`src/rtl/evt_flags_pkg.sv`:
```
package evt_flags_pkg;
  localparam int NFLAG  = 5;
  localparam int F_START = 0;
  localparam int F_ADDR  = 1;
  localparam int F_HDR   = 2;
  localparam int F_RX    = 3;
  localparam int F_XFER  = 4;

  typedef enum logic [1:0] {
    STEP_NONE,
    STEP_DATA_WR,
    STEP_DATA_RD,
    STEP_STS3_RD
  } step_e;

  // Second access that completes the clear sequence of each flag.
  function automatic step_e secondStep(input int idx);
    case (idx)
      F_START: return STEP_DATA_WR;
      F_ADDR:  return STEP_STS3_RD;
      F_HDR:   return STEP_DATA_WR;
      F_XFER:  return STEP_DATA_RD;
      default: return STEP_NONE;
    endcase
  endfunction

  typedef struct packed {
    logic [NFLAG-1:0] clr;
  } flagCtl_t;
endpackage

```
`src/rtl/evt_flags_ctrl.sv`:
```
module evt_flags_ctrl
  import evt_flags_pkg::*;
#(
  parameter int ADDR_W = 4,
  parameter logic [ADDR_W-1:0] DATA_ADDR = 'h6,
  parameter logic [ADDR_W-1:0] STS1_ADDR = 'h7,
  parameter logic [ADDR_W-1:0] STS3_ADDR = 'h9
) (
  input  logic              clk,
  input  logic              rstN,
  input  logic              busRd,
  input  logic              busWr,
  input  logic [ADDR_W-1:0] busAddr,
  input  logic [NFLAG-1:0]  flags,
  output flagCtl_t          ctl
);
  logic access, sts1Rd, sts3Rd, dataRd, dataWr;
  logic [NFLAG-1:0] clrVec;

  assign access = busRd | busWr;
  assign sts1Rd = busRd && (busAddr == STS1_ADDR);
  assign sts3Rd = busRd && (busAddr == STS3_ADDR);
  assign dataRd = busRd && (busAddr == DATA_ADDR);
  assign dataWr = busWr && (busAddr == DATA_ADDR);

  for (genvar i = 0; i < NFLAG; i++) begin : g_flag
    localparam step_e KIND = secondStep(i);
    if (KIND == STEP_NONE) begin : g_direct
      assign clrVec[i] = dataRd;
    end else begin : g_seq
      logic armed;
      logic hit;
      assign hit = (KIND == STEP_DATA_WR) ? dataWr :
                   (KIND == STEP_DATA_RD) ? dataRd : sts3Rd;
      always_ff @(posedge clk) begin
        if (!rstN)       armed <= 1'b0;
        else if (access) armed <= sts1Rd & flags[i];
      end
      assign clrVec[i] = armed & hit;

      AST_ARM_NEEDS_FLAG: assert property (@(posedge clk) disable iff (!rstN)
        armed |-> flags[i]);
      AST_ARM_DROPPED: assert property (@(posedge clk) disable iff (!rstN)
        (access && !sts1Rd) |=> !armed);
    end
  end

  assign ctl.clr = clrVec;
endmodule

```
`src/rtl/evt_flags_dp.sv`:
```
module evt_flags_dp
  import evt_flags_pkg::*;
(
  input  logic             clk,
  input  logic             rstN,
  input  logic [NFLAG-1:0] setVec,
  input  flagCtl_t         ctl,
  input  logic             evtIrqEn,
  input  logic             bufIrqEn,
  output logic [NFLAG-1:0] flags,
  output logic             evtIrq,
  output logic             bufIrq
);
  localparam logic [NFLAG-1:0] EVT_MASK = ~(NFLAG'(1) << F_RX);

  always_ff @(posedge clk) begin
    if (!rstN) flags <= '0;
    else       flags <= setVec | (flags & ~ctl.clr);
  end

  assign evtIrq = evtIrqEn & (|(flags & EVT_MASK));
  assign bufIrq = evtIrqEn & bufIrqEn & flags[F_RX];

  for (genvar i = 0; i < NFLAG; i++) begin : g_chk
    AST_SET_WINS: assert property (@(posedge clk) disable iff (!rstN)
      setVec[i] |=> flags[i]);
  end

  AST_EVT_GATED: assert property (@(posedge clk) disable iff (!rstN)
    !evtIrqEn |-> (!evtIrq && !bufIrq));
  AST_BUF_SOURCE: assert property (@(posedge clk) disable iff (!rstN)
    bufIrq |-> flags[F_RX]);
endmodule

```
`src/rtl/evt_status_flags.sv`:
```
module evt_status_flags
  import evt_flags_pkg::*;
#(
  parameter int ADDR_W = 4,
  parameter logic [ADDR_W-1:0] DATA_ADDR = 'h6,
  parameter logic [ADDR_W-1:0] STS1_ADDR = 'h7,
  parameter logic [ADDR_W-1:0] STS3_ADDR = 'h9
) (
  input  logic              clk,
  input  logic              rstN,
  input  logic              setStart,
  input  logic              setAddr,
  input  logic              setHdr10,
  input  logic              setRxFull,
  input  logic              setXferDone,
  input  logic              busRd,
  input  logic              busWr,
  input  logic [ADDR_W-1:0] busAddr,
  input  logic              evtIrqEn,
  input  logic              bufIrqEn,
  output logic              flagStart,
  output logic              flagAddr,
  output logic              flagHdr10,
  output logic              flagRxFull,
  output logic              flagXferDone,
  output logic              evtIrq,
  output logic              bufIrq
);
  logic [NFLAG-1:0] setVec, flags;
  flagCtl_t ctl;

  assign setVec[F_START] = setStart;
  assign setVec[F_ADDR]  = setAddr;
  assign setVec[F_HDR]   = setHdr10;
  assign setVec[F_RX]    = setRxFull;
  assign setVec[F_XFER]  = setXferDone;

  evt_flags_ctrl #(
    .ADDR_W(ADDR_W), .DATA_ADDR(DATA_ADDR),
    .STS1_ADDR(STS1_ADDR), .STS3_ADDR(STS3_ADDR)
  ) i_ctrl (
    .clk(clk), .rstN(rstN), .busRd(busRd), .busWr(busWr),
    .busAddr(busAddr), .flags(flags), .ctl(ctl)
  );

  evt_flags_dp i_dp (
    .clk(clk), .rstN(rstN), .setVec(setVec), .ctl(ctl),
    .evtIrqEn(evtIrqEn), .bufIrqEn(bufIrqEn),
    .flags(flags), .evtIrq(evtIrq), .bufIrq(bufIrq)
  );

  assign flagStart    = flags[F_START];
  assign flagAddr     = flags[F_ADDR];
  assign flagHdr10    = flags[F_HDR];
  assign flagRxFull   = flags[F_RX];
  assign flagXferDone = flags[F_XFER];

  AST_START_FALL: assert property (@(posedge clk) disable iff (!rstN)
    $fell(flagStart) |-> $past(busWr && busAddr == DATA_ADDR));
  AST_ADDR_FALL: assert property (@(posedge clk) disable iff (!rstN)
    $fell(flagAddr) |-> $past(busRd && busAddr == STS3_ADDR));
  AST_HDR_FALL: assert property (@(posedge clk) disable iff (!rstN)
    $fell(flagHdr10) |-> $past(busWr && busAddr == DATA_ADDR));
  AST_RX_FALL: assert property (@(posedge clk) disable iff (!rstN)
    $fell(flagRxFull) |-> $past(busRd && busAddr == DATA_ADDR));
  AST_XFER_FALL: assert property (@(posedge clk) disable iff (!rstN)
    $fell(flagXferDone) |-> $past(busRd && busAddr == DATA_ADDR));
endmodule

```
`config.mk`:
```
export PLATFORM = sky130hd
export DESIGN_NAME = evt_status_flags
export DESIGN_NICKNAME = d
export VERILOG_FILES = /design/src/rtl/evt_flags_pkg.sv /design/src/rtl/evt_flags_ctrl.sv /design/src/rtl/evt_flags_dp.sv /design/src/rtl/evt_status_flags.sv
export SDC_FILE = /design/constraint.sdc
export NUM_CORES = 1
export LEC_CHECK = 0
export ABC_AREA = 0
export BUFFER_PORTS_ARGS = -buffer_cell sky130_fd_sc_hd__buf_2
export CORE_AREA = 2 2 39 41
export CTS_CLUSTER_SIZE = 10
export DETAILED_ROUTE_END_ITERATION = 7
export DIE_AREA = 0 0 41 43
export SYNTH_ARGS = -nofsm -noshare
export SYNTH_HDL_FRONTEND = slang
export SYNTH_SLANG_ARGS = --single-unit
```
`constraint.sdc`:
```
create_clock -name clk -period 1.7 [get_ports clk]
set_clock_uncertainty 0.15 [all_clocks]
set_input_delay 0.34 -clock clk [delete_from_list [all_inputs] [get_ports clk]]
set_output_delay 0.34 -clock clk [all_outputs]
set_load 0.02 [all_outputs]
```
### Word level (Yosys, flattened, before mapping)

Cells that the tools add are included.

| cells by class | value |
|---|---|
| equal/unequal tests | 3 |
| bitwise gates (word level) | 15 |
| reductions and logical operators | 5 |

Operator list:

| operator | count |
|---|---|
| 1-bit AND | 11 |
| 4-bit by 3-bit == test with 1-bit output, second input constant | 2 |
| 5-bit AND | 1 |
| 5-bit NOT | 1 |
| 5-bit bitwise OR | 1 |
| 4-bit == test, second input constant | 1 |
| 1-bit logical AND | 4 |
| 4-bit OR reduction | 1 |
| 1-bit bitwise OR | 1 |

| word-level totals | value |
|---|---|
| register bits after elaboration | 9 |
| bits of input ports | 15 |
| output and inout bits | 7 |
| logic and storage cells | 28 |

### Longest topological paths before layout

Gate-level depths: netlist of run 1.

| depth | value |
|---|---|
| depth after elaboration | 6 |
| depth in mapped cells | 3 |
| depth with buffers taken out | 2 |

### Modules after synthesis

A second synthesis of run 1 with hierarchy kept.

| second synthesis, totals | value |
|---|---|
| cell total of the unflattened synthesis | 39 |
| area, all modules | 407.9 um2 |

By module, submodules not included:

| module | times used | cells an instance | area each (um2) | sequential area each (um2) |
|---|---|---|---|---|
| evt_flags_ctrl | 1 | 22 | 221.5 | 80.1 |
| evt_flags_dp | 1 | 17 | 186.4 | 100.1 |

### Worst setup path before layout of run 1

OpenSTA, ideal clock, no wires.

| path | value |
|---|---|
| path type | reg2out |
| from | register i_dp.flags[2] |
| to | output port evtIrq |
| arrival | 0.897 ns |
| required time | 1.210 ns |
| setup slack | 0.313 ns |
| cell stages (with the launch flop) | 2 |
| buffers on the path | 0 |
| cell sequence | dfxtp_1 -> o41a_1 |

| between the ends | value |
|---|---|
| cells in the longest elaborated chain, start to end | 2 |

Ends and longest elaborated chain:

| item | RTL line | source |
|---|---|---|
| from (decl) | evt_flags_dp.sv:10 | `output logic [NFLAG-1:0] flags,` |
| from (signal assigned) | evt_flags_dp.sv:18 | `else flags <= setVec \| (flags & ~ctl.clr);` |
| 4-bit OR reduction | evt_flags_dp.sv:21 | `assign evtIrq = evtIrqEn & (\|(flags & EVT_MASK));` |
| 1-bit AND | evt_flags_dp.sv:21 |  |
| to (decl) | evt_status_flags.sv:26 | `output logic evtIrq,` |

No other way between the ends.

### Worst setup path after layout of run 1

| path | value |
|---|---|
| from | register i_dp.flags[1] |
| to | output port evtIrq |

The elaborated chain is that of the path after synthesis.

==> reports/qor.yml, run 1 <==
setup_path:
  worstSetupPathType: "flop to output port"
  worstSetupStartpointType: "flop"
  path_buf_inv: 1
  cp_num_cells: 2
  worstPathArrival_ns: 1.16
  timing.rr.end: "i_ctrl.g_flag[4].g_seq.armed$_SDFFE_PN0P_"
  crit_required_ns: 1.21
  r2r-start: "i_dp.flags[4]$_SDFF_PN0_"
  worstPathMaxFanout: 4
  crit_family: "compound AO/OA/AOI/OAI gates"
  crit_chain: "o41a_1 > buf_6"
  slowest_delay_ns: 0.42
  crit_path_end_kind: "output port"
  cp_slowest_cell: "o41a_1"
  r2r_cells: 2
  regToRegSetupSlack_ns: 0.73
clocking:
  root_buffer: "clkbuf_4"
  cts_buffers: 3
  clk_latency_ns: 0.27
  cts_resized: 0
  h-tree-depth: 1
  cts-hold-fix-buffers: 0
  path_clk_slew_ns: 0.07
  clkSinkCount: 9
  clock_path_buffers: 2
  postCtsSetupRepairBufs: 0
  cts_tree: "built"
timing:
  max_freq_mhz: 607
  finalCritPeriodShare_pct: 96.9
  final_hold_viol_count: 0
  period_needed_ns: 1.65
  fin_tns_setup_ns: 0
  worst_slack_ns: 0.0530
  slew_headroom_pct: 79.9
  finalSetupViolations: 0
  grt_setup_unrepaired: "no"
  tightest_slew_ns: 0.300
  maxSlewViolCount: 0
layout:
  n_fill_cell: 144
  final_cells: 79
  syn_to_final_growth_pct: 38.2
  layout-drive-gt1-share_pct: 44.4
  antenna_cells: 0
  final_area_um2: 557
  nets: 79
synth:
  async_flop_share_pct: 0
  synth_cell_types: 16
  synthFlopType: "dfxtp_1"
  syn_nets: 54
  avgSynthCellArea_um2: 10.3
  synth_edf_count: 0
  synth_sequential_area_ratio_pct: 44.7
  netlist_area_um2: 403
  yosysWarnings: 0
  ys_ff_latch: 9
  syn_inst: 39
global_routing:
  antenna_found_initial: 0
  gr-total-overflow: 0
  grt_pass1_vias: 374
  grt_max_degree: 10
  grt_usage_pct: 14.0
  grt_pass1_wl_um: 1590
min_path:
  hold_end: "i_dp.flags[4]$_SDFF_PN0_"
  hold_start: "setXferDone"
  hold_path_class: "primary input to flop"
  holdPathStages: 3
power:
  p_per_area_nw_per_um2: 849
  p_leak_uw: 0.000250
  peakVddDrop_mv: 0.563
  total_power_uw: 473
drt:
  routed_wl_um: 1040
  num_vias: 424
  antenna_left: 0
  drt_iter0_markers: 4
  drc_errors: 0
  first_pass_iters: 4
  wl_per_cell_um: 13.1
  via_per_inst: 5.37
floorplan:
  row_count: 14
  core_region_area_um2: 1380
  die_x_um: 41
  io_pins: 22
  start_util_pct: 29.1
  dieArea_um2: 1760
  die_y_um: 43
placement:
  dp_cells: 75
  port_buffers: 21
  placed_area_um2: 523
  place_ws_ns: 0.323
  gp_congestion: 0.730
outcome:
  status: "completed"
job:
  cap_violations: 0
## flip-flops by register name (all words and copies together) (netlist names)
signal,flops
i_ctrl.g_flag.g_seq.armed,4
i_dp.flags,5
## power breakdown
group	switching (uW)	total (uW)	internal [uW]	leakage (uW)
Combinational	42.1	74.9	32.8	0.000161
Sequential	8.19	229	220	0.0000744
Clock	78.6	169	90.5	0.0000150
## cell usage after synthesis (2+ instances only)
cell type | number | area share (%)
a21oi_1 | 4 | 5.0
o2bb2ai_1 | 3 | 6.5
nor3b_2 | 2 | 6.2
nand4_1 | 4 | 6.2
and4b_1 | 3 | 7.5
o21ai_0 | 5 | 6.2
dfxtp_1 | 9 | 45
## stage by stage
step	util (%)	hold WS, ns
detailed placement	37.8	0.297
floorplan	-	0.275
CTS	39.7	0.198
global placement	37.8	0.302
finish	40.2	0.206
global route	40.2	0.221
## layout by cell type, fill, tap and decap left out, drive strengths merged
cell type,instances
a21oi,4
a2bb2o,1
a41oi,1
and3,1
and4b,4
buf,21
clkbuf,4
dfxtp,9
inv,1
nand3b,1
nand4,4
nor3b,3
o21ai,5
o2bb2ai,3
o41a,1
## worst min-delay path, stage by stage
cell and delay, ns:
buf_2 0.08, o21ai_0 0.06, a21oi_1 0.10
## worst max-delay path by stage
stage	from	end	slack, ns
final	i_dp.flags[1]$_SDFF_PN0_	evtIrq	0.05
after global routing	i_dp.flags[2]$_SDFF_PN0_	evtIrq	0.003
after CTS	i_dp.flags[2]$_SDFF_PN0_	evtIrq	0.03
after detailed placement	i_dp.flags[2]$_SDFF_PN0_	evtIrq	0.32
after global placement	i_dp.flags[2]$_SDFF_PN0_	evtIrq	0.34
after floorplan	i_dp.flags[2]$_SDFF_PN0_	evtIrq	0.31
## layer usage
layer | global-route usage, % | vias up | routed length, um
li1 | - | 211 | -
met1 | 18.1 | 196 | 508
met2 | 17.5 | 15 | 432
met3 | 7.85 | 2 | 83
met4 | 8.00 | 0 | 11
met5 | 0 | - | 0
## area by class of cell
cell class	count	area, um^2	share of cell area [%]
inverter	1	3.75	0.674
clock buffer	4	26.3	4.72
timing repair buffer	21	111	20.0
sequential	9	181	32.6
tap	16	20.0	3.60
multi-input combinational	28	214	38.4
## logic make-up after synthesis
logic type	Yosys count	share of synthesized area, %
AO/OA/AOI/OAI	15	25.2
AND/OR/NAND/NOR	13	28.0
buffers and inverters	2	2.17
flip-flops	9	44.7
Power figures use the tool's default switching activity.
==> inputs of run 2 (changes only) <==
--- a/config.mk
+++ b/config.mk
@@ -6,6 +6,7 @@
 export NUM_CORES = 1
 export LEC_CHECK = 0
 export ABC_AREA = 0
+export ABC_CLOCK_PERIOD_IN_PS = 1450
 export BUFFER_PORTS_ARGS = -buffer_cell sky130_fd_sc_hd__buf_2
 export CORE_AREA = 2 2 39 41
 export CTS_CLUSTER_SIZE = 10
==> constraint.sdc (replaced) <==
create_clock -name clk -period 1.45 [get_ports clk]
set_clock_uncertainty 0.15 [all_clocks]
set_input_delay 0.29 -clock clk [delete_from_list [all_inputs] [get_ports clk]]
set_output_delay 0.29 -clock clk [all_outputs]
set_load 0.02 [all_outputs]
==> reports/qor.yml, run 2 (synthesis results as in run 1) <==
drt:
  num_vias: 428  # +0.94%
  routed.top_layer: "met4"
  drc_errors: 0  # unchanged
  antenna_left: 0  # unchanged
  wl_per_cell_um: 12.6  # -3.8%
  routed-wl-met2_um: 459  # +6.3%
  via_per_inst: 5.28  # -1.5%
  drt_iter0_markers: 8  # +4
  wl_met1_um: 462  # -9.1%
  met3_length_um: 81  # -2.4%
  routed_wl_um: 1020  # -1.4%
  first_pass_iters: 4  # unchanged
placement:
  gp_congestion: 0.712  # -2.4%
  place_ws_ns: 0.122  # -0.201 ns
  hpwl_um: 757
  port_buffers: 21  # unchanged
  dp_cells: 75  # unchanged
timing:
  final_hold_viol_count: 0  # unchanged
  slew_headroom_pct: 79.6  # -0.35 points
  finalCritPeriodShare_pct: 109
  finalSetupViolations: 1  # +1
  hold_ws_ns: 0.157  # -0.0481 ns
  period_needed_ns: 1.58
  maxSlewViolCount: 0  # unchanged
  fin_tns_setup_ns: -0.130  # -0.130 ns
  grt_setup_unrepaired: "yes"
  max_freq_mhz: 633
  tightest_slew_ns: 0.305  # +0.00522 ns
  worst_slack_ns: -0.130  # -0.183 ns
clocking:
  clock_path_buffers: 2  # unchanged
  h-tree-depth: 1  # unchanged
  path_clk_slew_ns: 0.06  # about the same
  root_buffer: "clkbuf_4"
  cts_tree: "built"
  clkSinkCount: 9  # unchanged
  cts-hold-fix-buffers: 0  # unchanged
  clk_latency_ns: 0.26  # about the same
  cts_buffers: 3  # unchanged
layout:
  final_cell_mix: "buf_2, dfxtp_1, o21ai_0"
  layout-drive-gt1-share_pct: 49.2  # +4.8 points
  final_util_pct: 41.5  # +1.3 points
  largest_register_ffs: 5  # unchanged
  top_register: "i_dp.flags"
  syn_to_final_growth_pct: 42.5
  n_fill_cell: 142  # -1.4%
  final_common_cell: "buf_2"
  antenna_cells: 0  # unchanged
  final_cells: 81  # +2.5%
  nets: 81  # +2.5%
  top_regs: "i_dp.flags (5), i_ctrl.g_flag.g_seq.armed (4)"
global_routing:
  grt_max_degree: 10  # unchanged
  grt_usage_pct: 14.3  # +0.33 points
  grt_pass1_wl_um: 1700  # +7.0%
  gr-total-overflow: 0  # unchanged
  antenna_found_initial: 0  # unchanged
  grt_pass1_vias: 411  # +9.9%
power:
  peakVddDrop_mv: 0.643  # +14%
  p_leak_uw: 0.000261  # +4.2%
  p_per_area_nw_per_um2: 968  # +14%
job:
  cap_violations: 0  # unchanged
floorplan:
  row_count: 14  # unchanged
  dieArea_um2: 1760  # unchanged
  core_region_area_um2: 1380  # unchanged
  die_y_um: 43  # unchanged
  start_util_pct: 29.1  # unchanged
  die_x_um: 41  # unchanged
  io_pins: 22  # unchanged
outcome:
  status: "finished with violations"
  violations: "negative setup slack"
setup_path:
  worstPathArrival_ns: 1.14  # -0.02 ns
  worstSetupStartpointType: "flop"
  cp_slowest_cell: "o41a_1"
  crit_path_end_kind: "output port"
  slowest_delay_ns: 0.42  # about the same
  crit_chain: "o41a_1 > buf_6"
  crit_required_ns: 1.01  # -0.20 ns
  worstPathMaxFanout: 2  # -2
  worstSetupPathType: "flop to output port"
min_path:
  hold_path_class: "primary input to flop"
## run 2: changes by cell type in the layout (fill, tap and decap cells not counted), sizes merged
| cell | change |
|---|---|
| buf | +2 |
## run 2: layer usage
layer,vias to the layer above,global-route usage (%)
met5,-,0
met4,0,8.00
met3,2,3.14
met2,21,20.0
met1,192,19.5
li1,213,-
## run 2: what timing repair did
item	in CTS	in global routing
setup buffers	1	1
cloned	0	0
pin swaps	1	1
setup endpoints to repair	1	1
gates resized for setup	5	0
hold endpoints to repair	0	0
## run 2: critical path: cells and delay by family, from the launching register on
kind            cells  cell delay [ns]
buf+inv             1             0.14
flops               1             0.32
compound gates      1             0.42
## run 2: per-stage QoR
step | instance area [um^2] | power (uW)
2_1_floorplan | 403 | 312
3_3_place_gp | 523 | 357
3_5_place_dp | 523 | 357
4_1_cts | 567 | 560
5_1_grt | 574 | 586
6_report | 574 | 556
## run 2: final timing paths
path                                                   from                                        end  slack (ns)  cells after the start
setup reg to reg                   i_dp.flags[4]$_SDFF_PN0_  i_ctrl.g_flag[4].g_seq.armed$_SDFFE_PN0P_        0.39                      3
hold / removal                                     setHdr10                   i_dp.flags[2]$_SDFF_PN0_        0.16                      3
setup / recovery                   i_dp.flags[4]$_SDFF_PN0_                                     evtIrq       -0.13                      2
hold reg to reg   i_ctrl.g_flag[1].g_seq.armed$_SDFFE_PN0P_  i_ctrl.g_flag[1].g_seq.armed$_SDFFE_PN0P_        0.31                      1
## run 2: cell type report
cell class	count	area, um^2	share of cell area, %
inverter	1	3.75	0.654
multi-input combinational	28	214	37.3
tap	16	20.0	3.49
sequential	9	184	32.0
clock buffer	4	26.3	4.58
timing repair buffer	23	126	22.0
## run 2: power breakdown
part           leakage (uW)  internal [uW]  switching [uW]
combinational      0.000171           43.0            52.3
clock             0.0000150            106            87.1
sequential        0.0000747            259            8.03
